### config.mk
export PLATFORM = sky130hd
export DESIGN_NAME = lw_sram_front
export DESIGN_NICKNAME = d
export VERILOG_FILES = /design/src/rtl/lw_sram_pkg.sv /design/src/rtl/lw_ctrl_stage.sv /design/src/rtl/lw_wbuf.sv /design/src/rtl/lw_array.sv /design/src/rtl/lw_rd_out.sv /design/src/rtl/lw_sram_front.sv
export SDC_FILE = /design/constraint.sdc
export NUM_CORES = 2
export LEC_CHECK = 0
export BUFFER_PORTS_ARGS = -buffer_cell sky130_fd_sc_hd__buf_2
export CORE_ASPECT_RATIO = 0.9
export CORE_MARGIN = 3
export CORE_UTILIZATION = 50
export CTS_CLUSTER_SIZE = 16
export DETAILED_ROUTE_END_ITERATION = 6
export GPL_TIMING_DRIVEN = 0
export PLACE_DENSITY = 0.68
export SLEW_MARGIN = 15
export SYNTH_ARGS = -nofsm -noshare
export SYNTH_HDL_FRONTEND = slang
export SYNTH_SLANG_ARGS = --single-unit
### constraint.sdc
create_clock -name clk -period 5.06 [get_ports clk]
set_clock_uncertainty 0.15 [all_clocks]
set_input_delay 1.012 -clock clk [delete_from_list [all_inputs] [get_ports clk]]
set_output_delay 1.012 -clock clk [all_outputs]
set_load 0.005 [all_outputs]
### src/rtl/lw_sram_pkg.sv
package lw_sram_pkg;
  localparam int LANES_DEF  = 4;
  localparam int LANE_W_DEF = 9;

  typedef enum logic [1:0] {
    OP_IDLE  = 2'd0,
    OP_READ  = 2'd1,
    OP_WRITE = 2'd2
  } op_e;
endpackage

### src/rtl/lw_ctrl_stage.sv
module lw_ctrl_stage #(
  parameter int AW    = 6,
  parameter int LANES = 4
) (
  input  logic                 clk,
  input  logic                 rst_n,
  input  logic                 cs,
  input  logic                 we,
  input  logic [AW-1:0]        addr,
  input  logic [LANES-1:0]     byte_en,
  output lw_sram_pkg::op_e     op_q,
  output logic [AW-1:0]        addr_q,
  output logic [LANES-1:0]     be_q
);
  import lw_sram_pkg::*;

  op_e op_d;

  always_comb begin
    if (!cs)     op_d = OP_IDLE;
    else if (we) op_d = OP_WRITE;
    else         op_d = OP_READ;
  end

  always_ff @(posedge clk or negedge rst_n) begin
    if (!rst_n) begin
      op_q   <= OP_IDLE;
      addr_q <= '0;
      be_q   <= '0;
    end else begin
      op_q   <= op_d;
      addr_q <= addr;
      be_q   <= byte_en;
    end
  end
endmodule

### src/rtl/lw_wbuf.sv
module lw_wbuf #(
  parameter int AW     = 6,
  parameter int LANES  = 4,
  parameter int LANE_W = 9,
  localparam int DW    = LANES * LANE_W
) (
  input  logic              clk,
  input  logic              rst_n,
  input  logic              load,
  input  logic [AW-1:0]     ld_addr,
  input  logic [LANES-1:0]  ld_be,
  input  logic [DW-1:0]     ld_data,
  output logic              buf_v,
  output logic [AW-1:0]     buf_addr,
  output logic [LANES-1:0]  buf_be,
  output logic [DW-1:0]     buf_data,
  output logic              commit
);
  // The parked write leaves for the array only when a newer one replaces it.
  assign commit = load && buf_v;

  always_ff @(posedge clk or negedge rst_n) begin
    if (!rst_n) begin
      buf_v    <= 1'b0;
      buf_addr <= '0;
      buf_be   <= '0;
      buf_data <= '0;
    end else if (load) begin
      buf_v    <= 1'b1;
      buf_addr <= ld_addr;
      buf_be   <= ld_be;
      buf_data <= ld_data;
    end
  end
endmodule

### src/rtl/lw_array.sv
module lw_array #(
  parameter int AW     = 6,
  parameter int LANES  = 4,
  parameter int LANE_W = 9,
  localparam int DW    = LANES * LANE_W,
  localparam int DEPTH = 1 << AW
) (
  input  logic              clk,
  input  logic              wen,
  input  logic [AW-1:0]     waddr,
  input  logic [LANES-1:0]  wbe,
  input  logic [DW-1:0]     wdata,
  input  logic [AW-1:0]     raddr,
  output logic [DW-1:0]     rdata
);
  for (genvar l = 0; l < LANES; l++) begin : g_lane
    logic [LANE_W-1:0] mem [DEPTH];

    always_ff @(posedge clk) begin
      if (wen && wbe[l]) mem[waddr] <= wdata[l*LANE_W +: LANE_W];
    end

    assign rdata[l*LANE_W +: LANE_W] = mem[raddr];
  end
endmodule

### src/rtl/lw_rd_out.sv
module lw_rd_out #(
  parameter int AW     = 6,
  parameter int LANES  = 4,
  parameter int LANE_W = 9,
  localparam int DW    = LANES * LANE_W
) (
  input  logic              clk,
  input  logic              rst_n,
  input  logic              rd_req,
  input  logic [AW-1:0]     raddr,
  input  logic [DW-1:0]     arr_data,
  input  logic              buf_v,
  input  logic [AW-1:0]     buf_addr,
  input  logic [LANES-1:0]  buf_be,
  input  logic [DW-1:0]     buf_data,
  output logic [DW-1:0]     rd_data,
  output logic              rd_valid
);
  logic          hit;
  logic [DW-1:0] merged;

  assign hit = buf_v && (buf_addr == raddr);

  for (genvar l = 0; l < LANES; l++) begin : g_merge
    assign merged[l*LANE_W +: LANE_W] = (hit && buf_be[l]) ?
        buf_data[l*LANE_W +: LANE_W] : arr_data[l*LANE_W +: LANE_W];
  end

  // Launched on the falling edge, half a period after the address edge.
  always_ff @(negedge clk or negedge rst_n) begin
    if (!rst_n) begin
      rd_valid <= 1'b0;
      rd_data  <= '0;
    end else begin
      rd_valid <= rd_req;
      rd_data  <= rd_req ? merged : '0;
    end
  end
endmodule

### src/rtl/lw_sram_front.sv
module lw_sram_front #(
  parameter int ADDR_W  = 6,
  parameter int LANES   = lw_sram_pkg::LANES_DEF,
  parameter int LANE_W  = lw_sram_pkg::LANE_W_DEF,
  localparam int DATA_W = LANES * LANE_W
) (
  input  logic              clk,
  input  logic              rst_n,
  input  logic              cs,
  input  logic              we,
  input  logic [ADDR_W-1:0] addr,
  input  logic [LANES-1:0]  byte_en,
  input  logic [DATA_W-1:0] wr_data,
  output logic [DATA_W-1:0] rd_data,
  output logic              rd_valid
);
  import lw_sram_pkg::*;

  op_e               op_q;
  logic [ADDR_W-1:0] addr_q;
  logic [LANES-1:0]  be_q;
  logic              pend_v;
  logic              rd_req;
  logic              buf_v;
  logic [ADDR_W-1:0] buf_addr;
  logic [LANES-1:0]  buf_be;
  logic [DATA_W-1:0] buf_data;
  logic              commit;
  logic [DATA_W-1:0] arr_data;

  lw_ctrl_stage #(.AW(ADDR_W), .LANES(LANES)) u_ctrl (
    .clk(clk), .rst_n(rst_n), .cs(cs), .we(we), .addr(addr), .byte_en(byte_en),
    .op_q(op_q), .addr_q(addr_q), .be_q(be_q)
  );

  assign pend_v = (op_q == OP_WRITE);
  assign rd_req = (op_q == OP_READ);

  lw_wbuf #(.AW(ADDR_W), .LANES(LANES), .LANE_W(LANE_W)) u_wbuf (
    .clk(clk), .rst_n(rst_n), .load(pend_v), .ld_addr(addr_q), .ld_be(be_q),
    .ld_data(wr_data), .buf_v(buf_v), .buf_addr(buf_addr), .buf_be(buf_be),
    .buf_data(buf_data), .commit(commit)
  );

  lw_array #(.AW(ADDR_W), .LANES(LANES), .LANE_W(LANE_W)) u_array (
    .clk(clk), .wen(commit), .waddr(buf_addr), .wbe(buf_be), .wdata(buf_data),
    .raddr(addr_q), .rdata(arr_data)
  );

  lw_rd_out #(.AW(ADDR_W), .LANES(LANES), .LANE_W(LANE_W)) u_rd (
    .clk(clk), .rst_n(rst_n), .rd_req(rd_req), .raddr(addr_q), .arr_data(arr_data),
    .buf_v(buf_v), .buf_addr(buf_addr), .buf_be(buf_be), .buf_data(buf_data),
    .rd_data(rd_data), .rd_valid(rd_valid)
  );
endmodule

### Yosys cells after proc, flatten, opt, wreduce, memory -nomap -nowiden

Memory sizes are Yosys's and may differ from the RTL's.
Index checks and enable logic that the tools add are counted.
Widths: inputs -> output; s select.

| word-level totals | value |
|---|---|
| RAM bits | 2,304 |
| output and inout bits | 37 |
| memories | 4 |
| flip-flop bits (word level) | 96 |
| word-level logic and storage cells | 41 |

| cells by class | value |
|---|---|
| mux-type cells | 15 |
| equal/unequal tests | 3 |
| reduce and logical (&&, ||, !) cells | 10 |

Memories:

| memory | depth | width | read ports | clocked after Yosys merged registers in | write ports | RTL line | RTL |
|---|---|---|---|---|---|---|---|
| u_array.g_lane[0].mem | 64 | 9 | 1 | 0 | 1 | lw_array.sv:17 | `logic [LANE_W-1:0] mem [DEPTH];` |
| u_array.g_lane[1].mem | 64 | 9 | 1 | 0 | 1 | lw_array.sv:17 |  |
| u_array.g_lane[2].mem | 64 | 9 | 1 | 0 | 1 | lw_array.sv:17 |  |
| u_array.g_lane[3].mem | 64 | 9 | 1 | 0 | 1 | lw_array.sv:17 |  |

Operators with widths:

| kind | count |
|---|---|
| $mux 36 | 1 |
| $mux 9 | 4 |
| $logic_and 1x1->1 | 10 |
| $mux 1 | 8 |
| $eq 6x6->1 | 1 |
| $mux 2 | 2 |
| $eq 2x1->1 const B | 1 |
| $eq 2x2->1 const B | 1 |

### Depth between registers and ports, before layout

| logic depth | value |
|---|---|
| depth in word-level cells | 5 |
| gate-level depth with buffers | 12 |
| gate-level depth less buffers | 6 |

### Hierarchy

A second synthesis with hierarchy kept.

| second synthesis, totals | value |
|---|---|
| cell total of the unflattened synthesis | 4,325 |
| area, all modules | 92,296.0 um2 |

By module, submodules not included:

| module | times used | seq. area each (um2) | cells each | area each (um2) |
|---|---|---|---|---|
| lw_array | 1 | 69,186.4 | 4,030 | 88,312.2 |
| lw_rd_out | 1 | 925.9 | 179 | 1,834.3 |
| lw_wbuf | 1 | 1,176.1 | 100 | 1,818.0 |
| lw_ctrl_stage | 1 | 300.3 | 14 | 316.6 |
| lw_sram_front | 1 | 0.0 | 2 | 15.0 |

==> results.json <==
{
  "status": "finished with violations",
  "failed_checks": "design-rule violations, negative setup slack",
  "layout.cell_area.non_filler_um2": 110800,
  "post_synth_instance_area_um2": 92800,
  "growth_of_design_area_from_synthesis_to_finish_pct": 19.40,
  "synth_compound_gate_area_share_pct": 3.359,
  "asyncSetResetFlopFracSynth_pct": 4.000,
  "syn-instance-count": 4573,
  "power_per_cell_area_nw_per_um2": 400.3,
  "final-hold-violation-count": 0,
  "synthAdderAreaFrac_pct": 0,
  "nets": 5169,
  "fin_setup_tns_ps": -21560,
  "whs_ps": 78.29,
  "crit_slowest_cell": "dfrtp_2",
  "synth_nets": 4623,
  "dp_hpwl_um": 221400,
  "antenna_found_initial": 17,
  "final_core_utilization_pct": 60.28,
  "synth_top_cells_by_area": "edfxtp_1 75%, mux4_2 10%, mux2i_1 3.6%, a22oi_1 1.8%, dfrtp_1 1.6%",
  "synthXorXnorAreaFrac_pct": 0.05663,
  "cp_common_cell": "clkbuf_4",
  "root_buffer": "clkbuf_16",
  "rsz0062_at_grt": "true",
  "maxCapViolations": 0,
  "vias_in_the_first_global_route": 50017,
  "average_instance_area_after_synthesis_um2": 20.29,
  "synthDominantAreaCellType": "edfxtp_1",
  "report.power.total_mw": 44.35,
  "drt.antenna.violating_nets": 0,
  "grt_usage_pct": 34.33,
  "vias": 53493,
  "initial_utilization_pct": 50.48,
  "cellLeakagePower_nw": 36.14,
  "combinational_family_with_the_most_area_after_synthesis": "multiplexers",
  "worst_setup_hold_path_clk_slew_ps": 70,
  "path_max_fanout": 10,
  "die_w_um": 460.1,
  "postSynthRegisterBits": 2400,
  "ir_drop_uv": 384.6,
  "max_stage_delay_ps": 510,
  "wl_per_cell_um": 42.72,
  "num_rows": 149,
  "timing_worst_slew_pin_value_ps": 1358,
  "cts_sink_cnt": 2400,
  "cts_tree": "yes",
  "synth_top_cells_by_count": "2304 x edfxtp_1, 426 x mux4_2, 333 x mux2i_1",
  "worst_slew_margin_rel_pct": 9.143,
  "drt-vias-per-instance": 6.901,
  "cts_buffers": 227,
  "finalSetupViolCount": 36,
  "first_iter_violations": 9676,
  "num_io_pins": 87,
  "maxSlewViolCount": 0,
  "synth_simple_gate_area_share_pct": 3.012,
  "die_height_um": 414.7,
  "synth_ff_type": "edfxtp_1",
  "crit_required_ps": 3080,
  "placeableCoreArea_um2": 183800,
  "grt_start_max_net_pins": 67,
  "synth.area.mux_share_pct": 14.73,
  "synth_sequential_area_ratio_pct": 77.14,
  "timing.final.ws_setup_ps": -824.4,
  "cp-end-kind": "flip-flop",
  "worstSetupStartpointType": "flip-flop",
  "arrival_ps": 3900,
  "synth_top_cell_area_share_pct": 74.55,
  "synth.most_common_cell": "edfxtp_1",
  "grt_first_pass_wirelength_um": 435100,
  "grt_remaining_overflow": 0,
  "drtPass1Iterations": 7,
  "hold_class": "primary input to flip-flop",
  "synthesis.yosys.warnings": 0,
  "fraction_of_layout_instances_using_a_drive_strength_above_1_pct": 32.74,
  "fp.dieArea_um2": 190800,
  "critPathKind": "flip-flop to flip-flop",
  "gp_routability_congestion": 1.073,
  "crit_chain": "buf_4 > buf_8 > nor2_4 > clkbuf_4 > clkbuf_4 > nand3_1 > nand4_1 > nand2_1 > o211ai_1",
  "cts.path.max_buffers": 3,
  "dpl_cell_area_um2": 97790,
  "drcViolationCount": 63,
  "synth.lib_cells_used.distinct": 61,
  "clock_latency_reported_for_the_late_side_of_the_worst_skew_pair_ps": 900,
  "port_buffers": 86,
  "finalWirelength_um": 331100,
  "synth_edf_count": 2304,
  "h-tree-depth": 4
}
per-stage QoR:
stage | setup slack (ps) | std cells
global route | -724.1 | 7734
CTS | -695.3 | 7669
finish | -824.4 | 7751
floorplan | 19.18 | 4573
global placement | -2828 | 7075
detailed placement | -2393 | 7150
cells by family (layout without fill, tap and decap cells):
family	Yosys count	in the layout
flops	2400	2400
mux	825	825
simple gates	627	627
compound gates	420	420
buf+inv	295	1037
xor+xnor	6	6
other cells	0	20
sequential cells by signal, summed over array words and instances (netlist names):
signal              cells
u_wbuf.buf_addr         6
u_wbuf.buf_data        36
u_wbuf.buf_v            1
u_ctrl.be_q             4
u_rd.rd_valid           1
u_array.g_lane.mem   2304
u_ctrl.addr_q           6
u_ctrl.op_q             2
u_wbuf.buf_be           4
u_rd.rd_data           36
layer usage:
layer	track usage, %	wire length, µm	vias up
met5	0	673	-
met3	15.12	51210	1017
met2	48.15	142700	4671
met1	45.13	115600	27801
met4	18.56	20960	17
li1	-	-	19987
critical path: cells and delay by family, from the launching register on:
family,cells,cell delay [ps]
compound gates,1,340
flops,1,510
simple gates,4,930
buf+inv,4,1220
repair_timing:
item,CTS,global route
endpoints found under the setup margin,38,39
pin swaps,53,64
buffers inserted,104,63
hold endpoints to repair,24,0
resized for setup,710,223
hold buffers,1,0
cloned,1,0
placed cells by master, fill, tap and decap left out, drive strengths merged, types with 8 or more instances in the layout:
master,n
nor4,13
bufinv,18
a31oi,9
mux4,426
diode,20
nand3,87
edfxtp,2304
o22ai,37
o21ai,17
mux2,66
mux2i,333
a22o,26
a211oi,31
a22oi,222
and4,8
nand2,132
o211ai,13
dfrtp,59
inv,21
nand4,15
a2111oi,17
buf,501
nor3,19
dfrtn,37
nor2b,22
nand2b,11
clkbuf,377
nor2,285
clkinv,113
a21oi,18
power breakdown:
part	switching [mW]	internal [mW]
combinational	2.54	1.29
clock	7.73	9.61
sequential	0.491	22.7
area by class of cell:
class | count | area, µm²
inverter | 20 | 75.07
clock buffer | 287 | 6173
fill | 12897 | 73010
buffer | 261 | 3598
antenna | 20 | 50.05
clock inverter | 138 | 1425
timing repair buffer | 331 | 3533
multi-input combinational | 1878 | 21280
tap | 2416 | 3023
sequential | 2400 | 71640
final timing paths:
| kind | startpoint | endpoint | slack [ps] | depth (start not counted) |
|---|---|---|---|---|
| setup / recovery | u_ctrl.addr_q[2]$_DFF_PN0_ | u_rd.rd_data[15]$_DFF_NN0_ | -820 | 9 |
| hold / removal | byte_en[0] | u_ctrl.be_q[0]$_DFF_PN0_ | 80 | 1 |
| setup reg to reg | u_ctrl.addr_q[2]$_DFF_PN0_ | u_rd.rd_data[15]$_DFF_NN0_ | -820 | 9 |
| hold reg to reg | u_ctrl.be_q[2]$_DFF_PN0_ | u_wbuf.buf_be[2]$_DFFE_PN0N_ | 340 | 1 |
| max in group asynchronous | rst_n | u_rd.rd_data[9]$_DFF_NN0_ | 910 | 3 |
| min in group asynchronous | rst_n | u_wbuf.buf_data[1]$_DFFE_PN0N_ | 440 | 2 |
No activity file was read; power rests on OpenSTA's default activity.
